$ cat src/rtl/uart_rxq_pkg.sv
package uart_rxq_pkg;

  typedef enum logic [1:0] {
    TRIG_ONE      = 2'b00,
    TRIG_QUARTER  = 2'b01,
    TRIG_HALF     = 2'b10,
    TRIG_NEARFULL = 2'b11
  } trig_code_e;

  // Threshold in bytes for a trigger code; scales with the queue depth.
  function automatic logic [15:0] trig_level(input trig_code_e code, input int unsigned depth);
    case (code)
      TRIG_ONE:     return 16'd1;
      TRIG_QUARTER: return 16'(depth / 4);
      TRIG_HALF:    return 16'(depth / 2);
      default:      return 16'(depth - 2);
    endcase
  endfunction

  // Idle window: four character times.
  function automatic logic [33:0] idle_limit(input logic [31:0] ticks);
    return {ticks, 2'b00};
  endfunction

endpackage

$ cat src/rtl/rxq_ctl_decode.sv
module rxq_ctl_decode
  import uart_rxq_pkg::*;
(
  input  logic       clk,
  input  logic       rst_n,
  input  logic       wr,
  input  logic [7:0] wdata,
  output logic [7:0] ctl_q,
  output logic       fifo_en,
  output trig_code_e trig,
  output logic       rx_flush,
  output logic       tx_flush
);
  localparam logic [7:0] KEEP_MASK = 8'hC9;

  logic en_flip;

  assign en_flip  = wr && (wdata[0] != ctl_q[0]);
  assign rx_flush = (wr && wdata[1]) || en_flip;
  assign tx_flush = (wr && wdata[2]) || en_flip;
  assign fifo_en  = ctl_q[0];
  assign trig     = trig_code_e'(ctl_q[7:6]);

  always_ff @(posedge clk or negedge rst_n) begin
    if (!rst_n)  ctl_q <= '0;
    else if (wr) ctl_q <= wdata & KEEP_MASK;
  end

  // a mode flip always requests both flushes
  assert_flip_flushes_R1: assert property (@(posedge clk) disable iff (!rst_n)
    (wr && (wdata[0] != fifo_en)) |-> (rx_flush && tx_flush));

endmodule

$ cat src/rtl/rxq_store.sv
module rxq_store #(
  parameter int DEPTH = 16,
  parameter int DW    = 8,
  localparam int AW   = $clog2(DEPTH),
  localparam int CW   = AW + 1
) (
  input  logic          clk,
  input  logic          rst_n,
  input  logic          flush,
  input  logic          push,
  input  logic          pop,
  input  logic [DW-1:0] din,
  output logic [DW-1:0] dout,
  output logic [CW-1:0] level,
  output logic          empty,
  output logic          pushed,
  output logic          popped,
  output logic          dropped
);
  logic [DW-1:0] slot [DEPTH];
  logic [AW-1:0] wr_ptr, rd_ptr;
  logic          full;

  assign empty   = (level == '0);
  assign full    = (level == CW'(DEPTH));
  assign popped  = pop && !empty;
  assign pushed  = push && (!full || popped);
  assign dropped = push && !pushed;
  assign dout    = empty ? '0 : slot[rd_ptr];

  for (genvar i = 0; i < DEPTH; i++) begin : g_slot
    always_ff @(posedge clk or negedge rst_n) begin
      if (!rst_n)                                  slot[i] <= '0;
      else if (flush)                              slot[i] <= '0;
      else if (pushed && (wr_ptr == AW'(i)))       slot[i] <= din;
    end
  end

  always_ff @(posedge clk or negedge rst_n) begin
    if (!rst_n) begin
      wr_ptr <= '0;
      rd_ptr <= '0;
      level  <= '0;
    end else if (flush) begin
      wr_ptr <= '0;
      rd_ptr <= '0;
      level  <= '0;
    end else begin
      if (pushed) wr_ptr <= wr_ptr + AW'(1);
      if (popped) rd_ptr <= rd_ptr + AW'(1);
      case ({pushed, popped})
        2'b10:   level <= level + CW'(1);
        2'b01:   level <= level - CW'(1);
        default: level <= level;
      endcase
    end
  end

  assert_no_overflow_R13: assert property (@(posedge clk) disable iff (!rst_n)
    level <= CW'(DEPTH));

  // a discarded arrival leaves the queue full
  assert_drop_keeps_full_R5: assert property (@(posedge clk) disable iff (!rst_n)
    (push && !pop && !flush && full) |=> (level == CW'(DEPTH)));

endmodule

$ cat src/rtl/rxq_idle_timer.sv
module rxq_idle_timer
  import uart_rxq_pkg::*;
#(
  parameter int CT_W = 16,
  localparam int LW  = CT_W + 2
) (
  input  logic            clk,
  input  logic            rst_n,
  input  logic            clear,
  input  logic            active,
  input  logic            restart,
  input  logic            ack,
  input  logic [CT_W-1:0] char_ticks,
  output logic            pend
);
  logic [LW-1:0] cnt;
  logic [LW-1:0] limit;
  logic          hit;

  assign limit = LW'(idle_limit(32'(char_ticks)));
  assign hit   = (cnt + LW'(1)) >= limit;

  always_ff @(posedge clk or negedge rst_n) begin
    if (!rst_n) begin
      cnt  <= '0;
      pend <= 1'b0;
    end else if (clear) begin
      cnt  <= '0;
      pend <= 1'b0;
    end else begin
      if (ack) pend <= 1'b0;
      if (restart || !active) begin
        cnt <= '0;
      end else if (!pend) begin
        if (hit) pend <= 1'b1;
        else     cnt  <= cnt + LW'(1);
      end
    end
  end

  assert_pend_needs_data_R9: assert property (@(posedge clk) disable iff (!rst_n)
    $rose(pend) |-> $past(active));

endmodule

$ cat src/rtl/uart_rxq.sv
module uart_rxq
  import uart_rxq_pkg::*;
#(
  parameter int DEPTH = 16,
  parameter int DW    = 8,
  parameter int CT_W  = 16,
  localparam int CW   = $clog2(DEPTH) + 1
) (
  input  logic            clk,
  input  logic            rst_n,
  input  logic            rx_valid,
  input  logic [DW-1:0]   rx_byte,
  input  logic            rx_break,
  input  logic            rd_strobe,
  output logic [DW-1:0]   rd_data,
  input  logic            stat_clr,
  input  logic            ctl_wr,
  input  logic [7:0]      ctl_wdata,
  input  logic [CT_W-1:0] char_ticks,
  output logic            data_ready,
  output logic            brk_flag,
  output logic            ovr_flag,
  output logic            trig_hit,
  output logic            tmo_pend,
  output logic [CW-1:0]   rx_level,
  output logic [7:0]      ctl_q,
  output logic            tx_flush
);
  logic          fifo_en, rx_flush;
  trig_code_e    trig;
  logic          arrive;
  logic [DW-1:0] arr_byte;
  logic [DW-1:0] q_dout, hold_q;
  logic          hold_full;
  logic          q_empty, q_pushed, q_popped, q_dropped;
  logic          q_drains, hold_ovr, brk_clear_rd;

  rxq_ctl_decode u_ctl (
    .clk      (clk),
    .rst_n    (rst_n),
    .wr       (ctl_wr),
    .wdata    (ctl_wdata),
    .ctl_q    (ctl_q),
    .fifo_en  (fifo_en),
    .trig     (trig),
    .rx_flush (rx_flush),
    .tx_flush (tx_flush)
  );

  // A break stands in for any byte offered in the same cycle.
  assign arrive   = rx_valid || rx_break;
  assign arr_byte = rx_break ? '0 : rx_byte;

  rxq_store #(.DEPTH(DEPTH), .DW(DW)) u_store (
    .clk     (clk),
    .rst_n   (rst_n),
    .flush   (rx_flush),
    .push    (fifo_en && arrive),
    .pop     (fifo_en && rd_strobe),
    .din     (arr_byte),
    .dout    (q_dout),
    .level   (rx_level),
    .empty   (q_empty),
    .pushed  (q_pushed),
    .popped  (q_popped),
    .dropped (q_dropped)
  );

  rxq_idle_timer #(.CT_W(CT_W)) u_timer (
    .clk        (clk),
    .rst_n      (rst_n),
    .clear      (rx_flush || !fifo_en),
    .active     (fifo_en && !q_empty),
    .restart    (arrive || q_popped),
    .ack        (rd_strobe),
    .char_ticks (char_ticks),
    .pend       (tmo_pend)
  );

  // Holding-register path used when queue mode is off.
  always_ff @(posedge clk or negedge rst_n) begin
    if (!rst_n) begin
      hold_q    <= '0;
      hold_full <= 1'b0;
    end else if (rx_flush) begin
      hold_q    <= '0;
      hold_full <= 1'b0;
    end else if (!fifo_en) begin
      if (arrive) begin
        hold_q    <= arr_byte;
        hold_full <= 1'b1;
      end else if (rd_strobe) begin
        hold_full <= 1'b0;
      end
    end
  end

  assign q_drains     = q_popped && !q_pushed && (rx_level == CW'(1));
  assign hold_ovr     = !fifo_en && arrive && hold_full && !rd_strobe;
  assign brk_clear_rd = fifo_en ? q_drains : rd_strobe;

  always_ff @(posedge clk or negedge rst_n) begin
    if (!rst_n)                      brk_flag <= 1'b0;
    else if (rx_flush)               brk_flag <= 1'b0;
    else if (rx_break)               brk_flag <= 1'b1;
    else if (stat_clr || brk_clear_rd) brk_flag <= 1'b0;
  end

  always_ff @(posedge clk or negedge rst_n) begin
    if (!rst_n)                      ovr_flag <= 1'b0;
    else if (q_dropped || hold_ovr)  ovr_flag <= 1'b1;
    else if (stat_clr)               ovr_flag <= 1'b0;
  end

  assign data_ready = fifo_en ? !q_empty : hold_full;
  assign rd_data    = fifo_en ? q_dout : hold_q;
  assign trig_hit   = data_ready &&
                      (!fifo_en || (32'(rx_level) >= 32'(trig_level(trig, DEPTH))));

  assert_break_marks_R7: assert property (@(posedge clk) disable iff (!rst_n)
    (rx_break && !ctl_wr) |=> (data_ready && brk_flag));

  assert_flip_empties_R2: assert property (@(posedge clk) disable iff (!rst_n)
    !$stable(fifo_en) |-> (rx_level == '0));

  assert_read_acks_R10: assert property (@(posedge clk) disable iff (!rst_n)
    (rd_strobe && !ctl_wr) |=> !tmo_pend);

  assert_hold_overrun_R12: assert property (@(posedge clk) disable iff (!rst_n)
    (!fifo_en && rx_valid && data_ready && !rd_strobe && !ctl_wr) |=> ovr_flag);

endmodule

$ cat config.mk
export PLATFORM = sky130hd
export DESIGN_NAME = uart_rxq
export DESIGN_NICKNAME = d
export VERILOG_FILES = /design/src/rtl/uart_rxq_pkg.sv /design/src/rtl/rxq_ctl_decode.sv /design/src/rtl/rxq_store.sv /design/src/rtl/rxq_idle_timer.sv /design/src/rtl/uart_rxq.sv
export SDC_FILE = /design/constraint.sdc
export NUM_CORES = 1
export LEC_CHECK = 0
export ABC_AREA = 1
export BUFFER_PORTS_ARGS = -buffer_cell sky130_fd_sc_hd__buf_2
export CORE_MARGIN = 5
export CORE_UTILIZATION = 40
export CTS_CLUSTER_DIAMETER = 80
export DETAILED_ROUTE_END_ITERATION = 7
export HOLD_SLACK_MARGIN = 0.12
export PLACE_DENSITY = 0.55
export SYNTH_ARGS = -nofsm -noshare
export SYNTH_HDL_FRONTEND = slang
export SYNTH_SLANG_ARGS = --single-unit
$ cat constraint.sdc
create_clock -name clk -period 6 [get_ports clk]
set_clock_uncertainty 0.15 [all_clocks]
set_input_delay 0.3 -clock clk [delete_from_list [all_inputs] [get_ports clk]]
set_output_delay 0.3 -clock clk [all_outputs]
set_load 0.01 [all_outputs]
# Yosys cells after proc, flatten, opt, wreduce, memory -nomap -nowiden
# Index checks and enable logic that the tools add are counted.
word_totals:
  register_bits: 175
  input_bits: 39
  output_inout_bits: 27
  wordCells: 204
classes:
  add_sub_neg: 5
  n_lt_le_gt_ge: 3
  eq_ne: 25
  muxes: 68
  bitwise: 1
  reduce_logical: 76
ops:
  columns: ["operator", "n"]
  rows:
  - ["$mux W8", 40]
  - ["$mux W18", 4]
  - ["$reduce_bool A2 Y1", 20]
  - ["$bmux W8 S4", 1]
  - ["$eq A4 B4 Y1 const B", 8]
  - ["$logic_and A1 B1 Y1", 31]
  - ["$add A18 B1 Y18 const B", 1]
  - ["$ge A18 B18 Y1", 1]
  - ["$eq A4 B3 Y1 const B", 4]
  - ["$ge A5 B16 Y1", 1]
  - ["$mux W1", 16]
  - ["$mux W4", 4]
  - ["$pmux W4 S3", 1]
  - ["$logic_or A1 B1 Y1", 10]
  - ["$pmux W5 S2", 1]
  - ["$reduce_bool A3 Y1", 3]
  - ["$add A4 B1 Y4 const B", 2]
  - ["$eq A4 B2 Y1 const B", 2]
  - ["$logic_not A1 Y1", 6]
  - ["$ne A3 B2 Y1 const B", 2]
  - ["$reduce_and A2 Y1", 3]
  - ["$add A5 B1 Y5 const B", 1]
  - ["$eq A5 B1 Y1 const B", 1]
  - ["$eq A5 B5 Y1 const B", 1]
  - ["12 further kinds", 14]

# Logic depth before layout (Yosys ltp)
# Gate-level depths: netlist (run 1).
depth:
  ltp_word: 13
  mapped_depth: 21
  mapped_depth_nobuf: 19

# By module
# A second synthesis (run 1) with hierarchy kept.
hier_totals:
  cells_unflattened: 1422
  hier_area_um2: 10287.4
modules_own_cells:
  columns: ["mod", "instances", "cells_per_inst", "area_per_inst_um2", "seq_area_each_um2"]
  rows:
  - ["rxq_store", 1, 983, 7338.3, 3528.4]
  - ["rxq_idle_timer", 1, 288, 1899.3, 475.5]
  - ["uart_rxq", 1, 118, 797.0, 275.3]
  - ["rxq_ctl_decode", 1, 33, 252.7, 100.1]

# Least setup slack after synthesis (run 1)
# OpenSTA, ideal clock, no wires.
synth_timing:
  path_kind: "register -> register"
  start: "register u_timer.cnt[0]"
  end: "register u_timer.cnt[9]"
  setup_time_ns: 0.116
  t_arrival_ns: 2.391
  required_time_ns: 5.734
  path_slack_ns: 3.343
  path_stages_with_launch: 18
  n_path_buf: 1
  synth_period_minus_slack_ns: 2.657
  path_cell_list: "dfrtp_1 > ha_1 > nand3_1 > inv_1 > nand2_1 > inv_1 > nand4_1 > and2_1 > ha_1 > nand2_1 > nor2_1 > nand2_1 > nor2_1 > nor2_1 > nand3_2 > buf_2 > nand3_1 > nand2_1"
synth_between:
  elab_chain_cells: 5
  elab_cells_between_ends: 8
  cone_classes: "add/sub: 1; order compare: 1; eq/ne: 1; mux: 4; reduce/logical: 1"
synth_rtl:
  columns: ["item", "line", "source"]
  rows:
  - ["from (decl)", "rxq_idle_timer.sv:16", "logic [LW-1:0] cnt;"]
  - ["from (signal assigned)", "rxq_idle_timer.sv:36", "else cnt <= cnt + LW'(1);"]
  - ["$add A18 B1 Y18 *", "rxq_idle_timer.sv:21, rxq_idle_timer.sv:36", null]
  - ["parallel branches: the longest is 4 deep, another holds $ge A18 B18 Y1", null, null]
# Mark *: on every way between the ends. The select of a mux whose other input is x is not followed.
# A chain may end at the register's enable or synchronous reset.

# Worst setup path after layout (run 1)
layout_timing:
  start: "register u_timer.cnt[0]"
  end: "register u_timer.cnt[14]"
# Same word-level chain as after synthesis.

==> flow_metrics.tcl, run 1 <==
set metrics [dict create \
    maximum_number_of_pins_on_one_net_before_global_route_repair 106 \
    vdd_ir_drop_max_mv 0.1698 \
    globalRouteTotalUtil_pct 20.92 \
    buffer_and_inverter_count_on_the_worst_path 2 \
    timing.reg2reg.worst_path_depth 17 \
    yosysWarningCount 0 \
    areaGrowthSynthToFinish_pct 12.06 \
    finalWirelength_um 29090 \
    finalSetupTns_ns 0 \
    synth.avg_cell_area_um2 7.359 \
    core_um2 24960 \
    tcrit_tclk_final_pct 56.49 \
    netlist_area_um2 10050 \
    seq_area_um2 4380 \
    power_density_nw_per_um2 280.5 \
    timing.setup.critical_path_class "reg -> reg" \
    post-cts-setup-buffer-count 0 \
    multiInputGateArea_um2 4961 \
    portBuffers 59 \
    min_path_type "in -> async" \
    global_route_wire_length_before_repair_um 47570 \
    floorplan.die.width_um 168.5 \
    yosys_register_bits 175 \
    number_of_global_route_vias_before_repair 8698 \
    stage_delay_of_the_slowest_cell_on_the_critical_path_ns 0.50 \
    mostFrequentLayoutCell "sky130_fd_sc_hd__nand2_1" \
    clock_sinks 175 \
    vias_per_cell 5.098 \
    drtPass1Iterations 5 \
    p_seq_share_pct 39.8 \
    starting_density_of_the_core_pct 40.27 \
    worstPathCellList "ha_1 > nand3_1 > inv_1 > nand2_1 > inv_1 > nand4_1 > and2_1 > ha_1 > nand2_1 > nor2_1 > nand2_1 > nor2_1 > nor2_1 > nand3_2 > nand2_4 > nand2_1 > nand2_1" \
    floorplan.io_pins 66 \
    layout_min_cycle_time_ns 3.390 \
    antenna_cells_inserted 0 \
    cp_data_required_time_ns 6.22 \
    setup.worst_path.start_class "register" \
    ys_top_cells_by_area "sky130_fd_sc_hd__dfrtp_1 44%, sky130_fd_sc_hd__nand2_1 16%, sky130_fd_sc_hd__nand3_1 10%, sky130_fd_sc_hd__nor2_1 5.1%, sky130_fd_sc_hd__o21ai_0 4.0%" \
    crit_path_end_kind "register" \
    route.top_layer_used "met4" \
    power.switching_fraction_pct 34.66 \
    cp_max_fo 19 \
    worst_path_max_delay_cell "sky130_fd_sc_hd__dfrtp_1" \
    final_layout_size_suffix_gt1_share_pct 11.62 \
    timing.max_cap.violations 0 \
    seq_area_frac_synth_pct 43.56 \
    dpl.hpwl_um 18590 \
    gr-total-overflow 0 \
    fmax_mhz 295.0 \
    n_fill_cell 2598 \
    capture_point_of_the_worst_reg_to_reg_path "u_timer.cnt[14]" \
    met3WireLength_um 1280 \
    detailed_router_s_first_iteration_violation_count 716 \
    finalWeightedCongestion 0.8443 \
    timing.critical_path.arrival_ns 3.61 \
    synth_cells 1366 \
    worst-slew-pin-transition_ns 1.178 \
    timing.slew.headroom_pct 21.38 \
    post-synth-top-area-cell "sky130_fd_sc_hd__dfrtp_1" \
    die_h_um 168.5 \
    clk-insertion-delay-late_ns 0.44 \
    nets 1476 \
    drc 0 \
    comb_power_share_pct 23.3 \
    final_hold_violation_count 0 \
    outcome "complete, no violations" \
    num_rows 58 \
    detail_route.wl_per_cell_um 16.62 \
    timing.final.setup_violations 0 \
    clkSlewWorstSetupHoldPaths_ns 0.08 \
    setup_repair_after_global_routing_missed_its_margin "no" \
    tritoncts "done" \
    ctsHtreeMaxLevel 4 \
    met1_length_um 13980 \
    die_area_um2 28400 \
    power.leakage_uw 0.006098 \
    ctsLongestPathBuffers 2 \
    unique_cell_type_count_in_the_yosys_netlist 38 \
    timing.final.max_slew_violations 0 \
    synth.top_cell.area_share_pct 43.56 \
    cts.root.buffer_cell "sky130_fd_sc_hd__clkbuf_16" \
    clock_power_share_pct 36.9 \
    r2r-start "u_timer.cnt[0]" \
    r2r_slack_ns 2.61 \
    crit_path_frequent_cell "sky130_fd_sc_hd__nand2_1" \
    p_total_uw 3160 \
    antenna_found_initial 0 \
    cts-buffers-inserted 17 \
    commonest_non_fill_non_tap_cells_in_the_layout "431 x sky130_fd_sc_hd__nand2_1, 202 x sky130_fd_sc_hd__nand3_1, 174 x sky130_fd_sc_hd__dfrtp_1" \
    internal_power_uw 2065 \
    switching_power_uw 1095 \
    dr_wl_met2_um 13260 \
    vias 8922 \
    worst_path_dominant_cell_family "simple AND/OR/NAND/NOR gates" \
    ant_nets 0 \
]
-- synthesized netlist by cell type --
cell type / count
sky130_fd_sc_hd__buf_2: 19
sky130_fd_sc_hd__clkinv_1: 6
sky130_fd_sc_hd__nor2_4: 5
sky130_fd_sc_hd__dfrtp_1: 175
sky130_fd_sc_hd__nor2_2: 9
sky130_fd_sc_hd__o211ai_1: 25
sky130_fd_sc_hd__xor2_1: 11
sky130_fd_sc_hd__o21ai_1: 3
sky130_fd_sc_hd__a211oi_1: 2
sky130_fd_sc_hd__and2_1: 5
sky130_fd_sc_hd__nand2_4: 1
sky130_fd_sc_hd__ha_1: 30
sky130_fd_sc_hd__nand3_2: 2
sky130_fd_sc_hd__conb_1: 1
sky130_fd_sc_hd__xnor2_1: 3
sky130_fd_sc_hd__buf_6: 4
sky130_fd_sc_hd__nor2_1: 136
sky130_fd_sc_hd__nand3_1: 202
sky130_fd_sc_hd__nand2_2: 22
sky130_fd_sc_hd__or2_2: 2
sky130_fd_sc_hd__nor3_1: 16
sky130_fd_sc_hd__a21o_1: 2
sky130_fd_sc_hd__clkbuf_1: 20
sky130_fd_sc_hd__buf_4: 14
sky130_fd_sc_hd__buf_1: 7
sky130_fd_sc_hd__inv_2: 17
sky130_fd_sc_hd__nand2_1: 431
sky130_fd_sc_hd__a21oi_1: 21
sky130_fd_sc_hd__nor2_8: 3
sky130_fd_sc_hd__o21ai_0: 80
sky130_fd_sc_hd__a31oi_1: 1
sky130_fd_sc_hd__nand4_1: 5
sky130_fd_sc_hd__mux2_2: 1
sky130_fd_sc_hd__nor3b_1: 1
sky130_fd_sc_hd__o21bai_1: 2
sky130_fd_sc_hd__inv_4: 2
sky130_fd_sc_hd__inv_1: 77
sky130_fd_sc_hd__o21a_1: 3
-- how the worst max path moves through the flow --
| stage | slack (ns) | start | depth (start not counted) | endpoint |
|---|---|---|---|---|
| detailed placement | 2.61 | u_timer.cnt[0] | 17 | u_timer.cnt[16] |
| floorplan | 3.34 | u_timer.cnt[0] | 17 | u_timer.cnt[9] |
| CTS | 2.59 | u_timer.cnt[0] | 17 | u_timer.cnt[14] |
| finish | 2.61 | u_timer.cnt[0] | 17 | u_timer.cnt[14] |
| global placement | 2.64 | u_timer.cnt[0] | 17 | u_timer.cnt[13] |
| global route | 2.16 | u_timer.cnt[0] | 17 | u_timer.cnt[3] |
-- timing repair --
item | in CTS | in global routing
resized for setup | 0 | 0
hold buffers | 15 | 0
endpoints found under the hold margin | 58 | 0
endpoints found under the setup margin | 0 | 0
-- cell type report --
type	instances	share of cell area, %
Clock buffer	18	3.810
Tap cell	330	3.665
Multi-Input combinational cell	1028	44.04
Inverter	102	3.443
Clock inverter	14	1.544
Sequential cell	175	38.89
Timing Repair Buffer	83	4.610
-- metrics by stage --
stage / util [%] / worst slack [ns] / std cells / hold WS [ns] / instance area, µm²
3_3_place_gp: 42.11 / 2.641 / 1703 / 0.1372 / 10510
2_1_floorplan: - / 3.343 / 1369 / -0.1456 / 10060
6_report: 45.12 / 2.610 / 1750 / 0.2222 / 11260
3_5_place_dp: 42.11 / 2.610 / 1703 / 0.1441 / 10510
4_1_cts: 45.12 / 2.594 / 1750 / 0.2254 / 11260
5_1_grt: 45.12 / 2.163 / 1750 / 0.2671 / 11260
-- power by group through the flow --
stage,Sequential (µW),Combinational (µW),Clock (µW)
after floorplan,1270,496,0
after global placement,1280,722,0
after detailed placement,1280,725,0
after CTS,1260,738,1190
after global routing,1260,828,1230
final,1260,736,1170
-- flip-flops by register name, indices dropped and copies added (netlist names) --
signal / count
u_store.slot: 128
u_store.wr_ptr: 4
u_ctl.ctl_q: 4
u_store.rd_ptr: 4
ovr_flag: 1
u_store.level: 5
hold_q: 8
brk_flag: 1
u_timer.pend: 1
u_timer.cnt: 18
hold_full: 1
-- layer usage --
layer  up-vias  global-route usage [%]
li1       4479                       -
met1      4188                   30.21
met2       223                   32.90
met3        32                   3.153
met4         0                   5.857
met5         -                       0
-- logic make-up (layout without fill, tap and decap cells) --
family | after synthesis | in the layout | synth area share, %
buffers and inverters | 166 | 217 | 7.306
muxes | 1 | 1 | 0.1120
adders and majority gates | 30 | 30 | 3.734
other | 1 | 4 | 0.03731
DFF | 175 | 175 | 43.56
AOI/OAI and AO/OA | 139 | 139 | 7.779
xor gates and xnor gates | 14 | 14 | 1.220
and+or+nand+nor | 840 | 840 | 36.25
Power figures use the tool's default switching activity.
==> run 2, diff against run 1 <==
- PLACE_DENSITY: 0.55 -> 0.57
- clock period: 6 -> 2.92 ns (I/O delays scaled with it)
==> run 2 against run 1 <==
Design area rose by 3.1%; combinational power increased by 120%; register-to-register slack got worse by 2.4 ns; utilization up 1.4 points; largest power group unchanged; largest cell class unchanged; via count grew 1.2%.
==> flow_metrics.tcl, run 2 (synthesis gave the netlist of run 1 again) <==
set metrics [dict create \
    stage_delay_of_the_slowest_cell_on_the_critical_path_ns 0.40 \
    final_layout_size_suffix_gt1_share_pct 14.02 \
    nets 1504 \
    register_ranked_first_by_flip_flop_count "u_store.slot" \
    largest_registers "u_store.slot (128), u_timer.cnt (18), hold_q (8)" \
    cp_data_required_time_ns 3.09 \
    mostFrequentLayoutCell "sky130_fd_sc_hd__nand2_1" \
    antenna_found_initial 0 \
    fmax_mhz 368.1 \
    final.hold.worst_slack_ns 0.1342 \
    cp_max_fo 7 \
    met1_length_um 14080 \
    buffer_and_inverter_count_on_the_worst_path 1 \
    tritoncts "done" \
    vias 9027 \
    r2r-start "u_timer.cnt[10]" \
    internal_power_uw 4312 \
    comb_power_share_pct 24.4 \
    timing.final.max_slew_violations 0 \
    dpl.hpwl_um 18850 \
    worstPathCellList "nand2_1 > nor2_1 > nand2_1 > nor2_1 > nand3_1 > and2_1 > ha_1 > a21o_1 > nor2_1 > nand2_1 > nor2_2 > nand3_4 > buf_4 > nand3_1 > nand2_1" \
    ctsLongestPathBuffers 2 \
    commonest_non_fill_non_tap_cells_in_the_layout "430 x sky130_fd_sc_hd__nand2_1, 202 x sky130_fd_sc_hd__nand3_1, 170 x sky130_fd_sc_hd__dfrtp_1" \
    timing.critical_path.arrival_ns 2.89 \
    cts.root.buffer_cell "sky130_fd_sc_hd__clkbuf_16" \
    dr_wl_met2_um 13600 \
    ctsHtreeMaxLevel 4 \
    crit_path_end_kind "register" \
    gr-total-overflow 0 \
    clkSlewWorstSetupHoldPaths_ns 0.08 \
    vdd_ir_drop_max_mv 0.4787 \
    timing.setup.critical_path_class "reg -> reg" \
    r2r_slack_ns 0.20 \
    power.leakage_uw 0.006247 \
    finalWeightedCongestion 0.8639 \
    worst_path_max_delay_cell "sky130_fd_sc_hd__dfrtp_1" \
    capture_point_of_the_worst_reg_to_reg_path "u_timer.cnt[10]" \
    detail_route.wl_per_cell_um 16.47 \
    hold_end "hold_q[0]" \
    timing.max_cap.violations 0 \
    route.top_layer_used "met4" \
    switching_power_uw 2304 \
    n_fill_cell 2572 \
    timing.reg2reg.worst_path_depth 15 \
    drtPass1Iterations 5 \
    cts-buffers-inserted 17 \
    portBuffers 59 \
    ant_nets 0 \
    worst_path_dominant_cell_family "simple AND/OR/NAND/NOR gates" \
    layout_min_cycle_time_ns 2.716 \
    met3WireLength_um 1136 \
    worst-slew-pin-transition_ns 1.150 \
    outcome "complete, no violations" \
    timing.final.setup_violations 0 \
    global_route_wire_length_before_repair_um 47620 \
    floorplan.die.width_um 168.5 \
    die_h_um 168.5 \
    drc 0 \
    clk-insertion-delay-late_ns 0.44 \
    place_ws_ns 0.05069 \
    number_of_flip_flops_in_the_largest_register 128 \
    floorplan.io_pins 66 \
    tcrit_tclk_final_pct 93.03 \
    vias_per_cell 5.077 \
    maximum_number_of_pins_on_one_net_before_global_route_repair 145 \
    p_seq_share_pct 38.8 \
    min_path_type "in -> reg" \
    number_of_global_route_vias_before_repair 8588 \
    clock_power_share_pct 36.8 \
    detailed_router_s_first_iteration_violation_count 665 \
    areaGrowthSynthToFinish_pct 15.51 \
    final_hold_violation_count 0 \
    crit_path_frequent_cell "sky130_fd_sc_hd__nand2_1" \
    finalWirelength_um 29290 \
    die_area_um2 28400 \
    antenna_cells_inserted 0 \
    num_rows 58 \
    setup.worst_path.start_class "register" \
    power_density_nw_per_um2 569.8 \
    timing.slew.headroom_pct 23.25 \
    hold-path-cell-count 5 \
    core_um2 24960 \
    worstHoldStart "rx_byte[0]" \
    starting_density_of_the_core_pct 40.27 \
    clock_sinks 175 \
    finalSetupTns_ns 0 \
    globalRouteTotalUtil_pct 20.91 \
    power.switching_fraction_pct 34.82 \
    setup_ws_ns 0.2037 \
]
run 2: repair_timing:
item	4_1_cts	5_1_grt
setup buffers	0	5
hold endpoints to repair	131	0
resized for setup	0	15
hold buffers	18	0
endpoints found under the setup margin	0	28
run 2: how the worst max path moves through the flow:
stage	startpoint	to	slack, ns	cells past startpoint
3_3_place_gp	u_timer.cnt[12]	u_timer.cnt[12]	0.11	15
5_1_grt	u_timer.cnt[10]	u_timer.cnt[6]	-0.02	15
3_5_place_dp	u_timer.cnt[1]	u_timer.cnt[15]	0.05	17
4_1_cts	u_timer.cnt[1]	u_timer.cnt[10]	0.03	17
2_1_floorplan	u_timer.cnt[0]	u_timer.cnt[9]	0.26	17
6_report	u_timer.cnt[10]	u_timer.cnt[10]	0.20	15
run 2: area by class of cell:
| type | instances | area (µm²) | area share (%) |
|---|---|---|---|
| Clock inverter | 15 | 190.2 | 1.638 |
| Tap cell | 330 | 412.9 | 3.556 |
| Timing Repair Buffer | 111 | 799.5 | 6.886 |
| Multi-Input combinational cell | 1028 | 5002 | 43.08 |
| Sequential cell | 175 | 4385 | 37.77 |
| Inverter | 102 | 395.4 | 3.405 |
| Clock buffer | 17 | 425.4 | 3.664 |
run 2: through the flow:
| stage | util [%] | power [µW] | std cells | cell area, µm² |
|---|---|---|---|---|
| after CTS | 46.10 | 6624 | 1773 | 11510 |
| final | 46.51 | 6616 | 1778 | 11610 |
| after detailed placement | 42.91 | 4159 | 1723 | 10710 |
| after global placement | 42.91 | 4152 | 1723 | 10710 |
| after floorplan | - | 3625 | 1369 | 10060 |
| after global routing | 46.51 | 6944 | 1778 | 11610 |
run 2: tightest hold or removal path, stage by stage:
cell	delay [ns]
sky130_fd_sc_hd__buf_2	0.10
sky130_fd_sc_hd__nand2_1	0.07
sky130_fd_sc_hd__nor2_2	0.20
sky130_fd_sc_hd__nand2_1	0.12
sky130_fd_sc_hd__nand2_1	0.04
run 2: power by group through the flow:
stage	combinational (µW)	sequential [µW]	clock [µW]
floorplan	1020	2600	0
global placement	1540	2610	0
CTS	1580	2570	2480
finish	1610	2570	2430
detailed placement	1540	2610	0
global route	1790	2580	2570
run 2: layer usage:
layer / GRT usage, % / vias up
met3: 2.802 / 27
li1: - / 4546
met1: 30.34 / 4278
met5: 0 / -
met4: 5.752 / 0
met2: 33.05 / 176
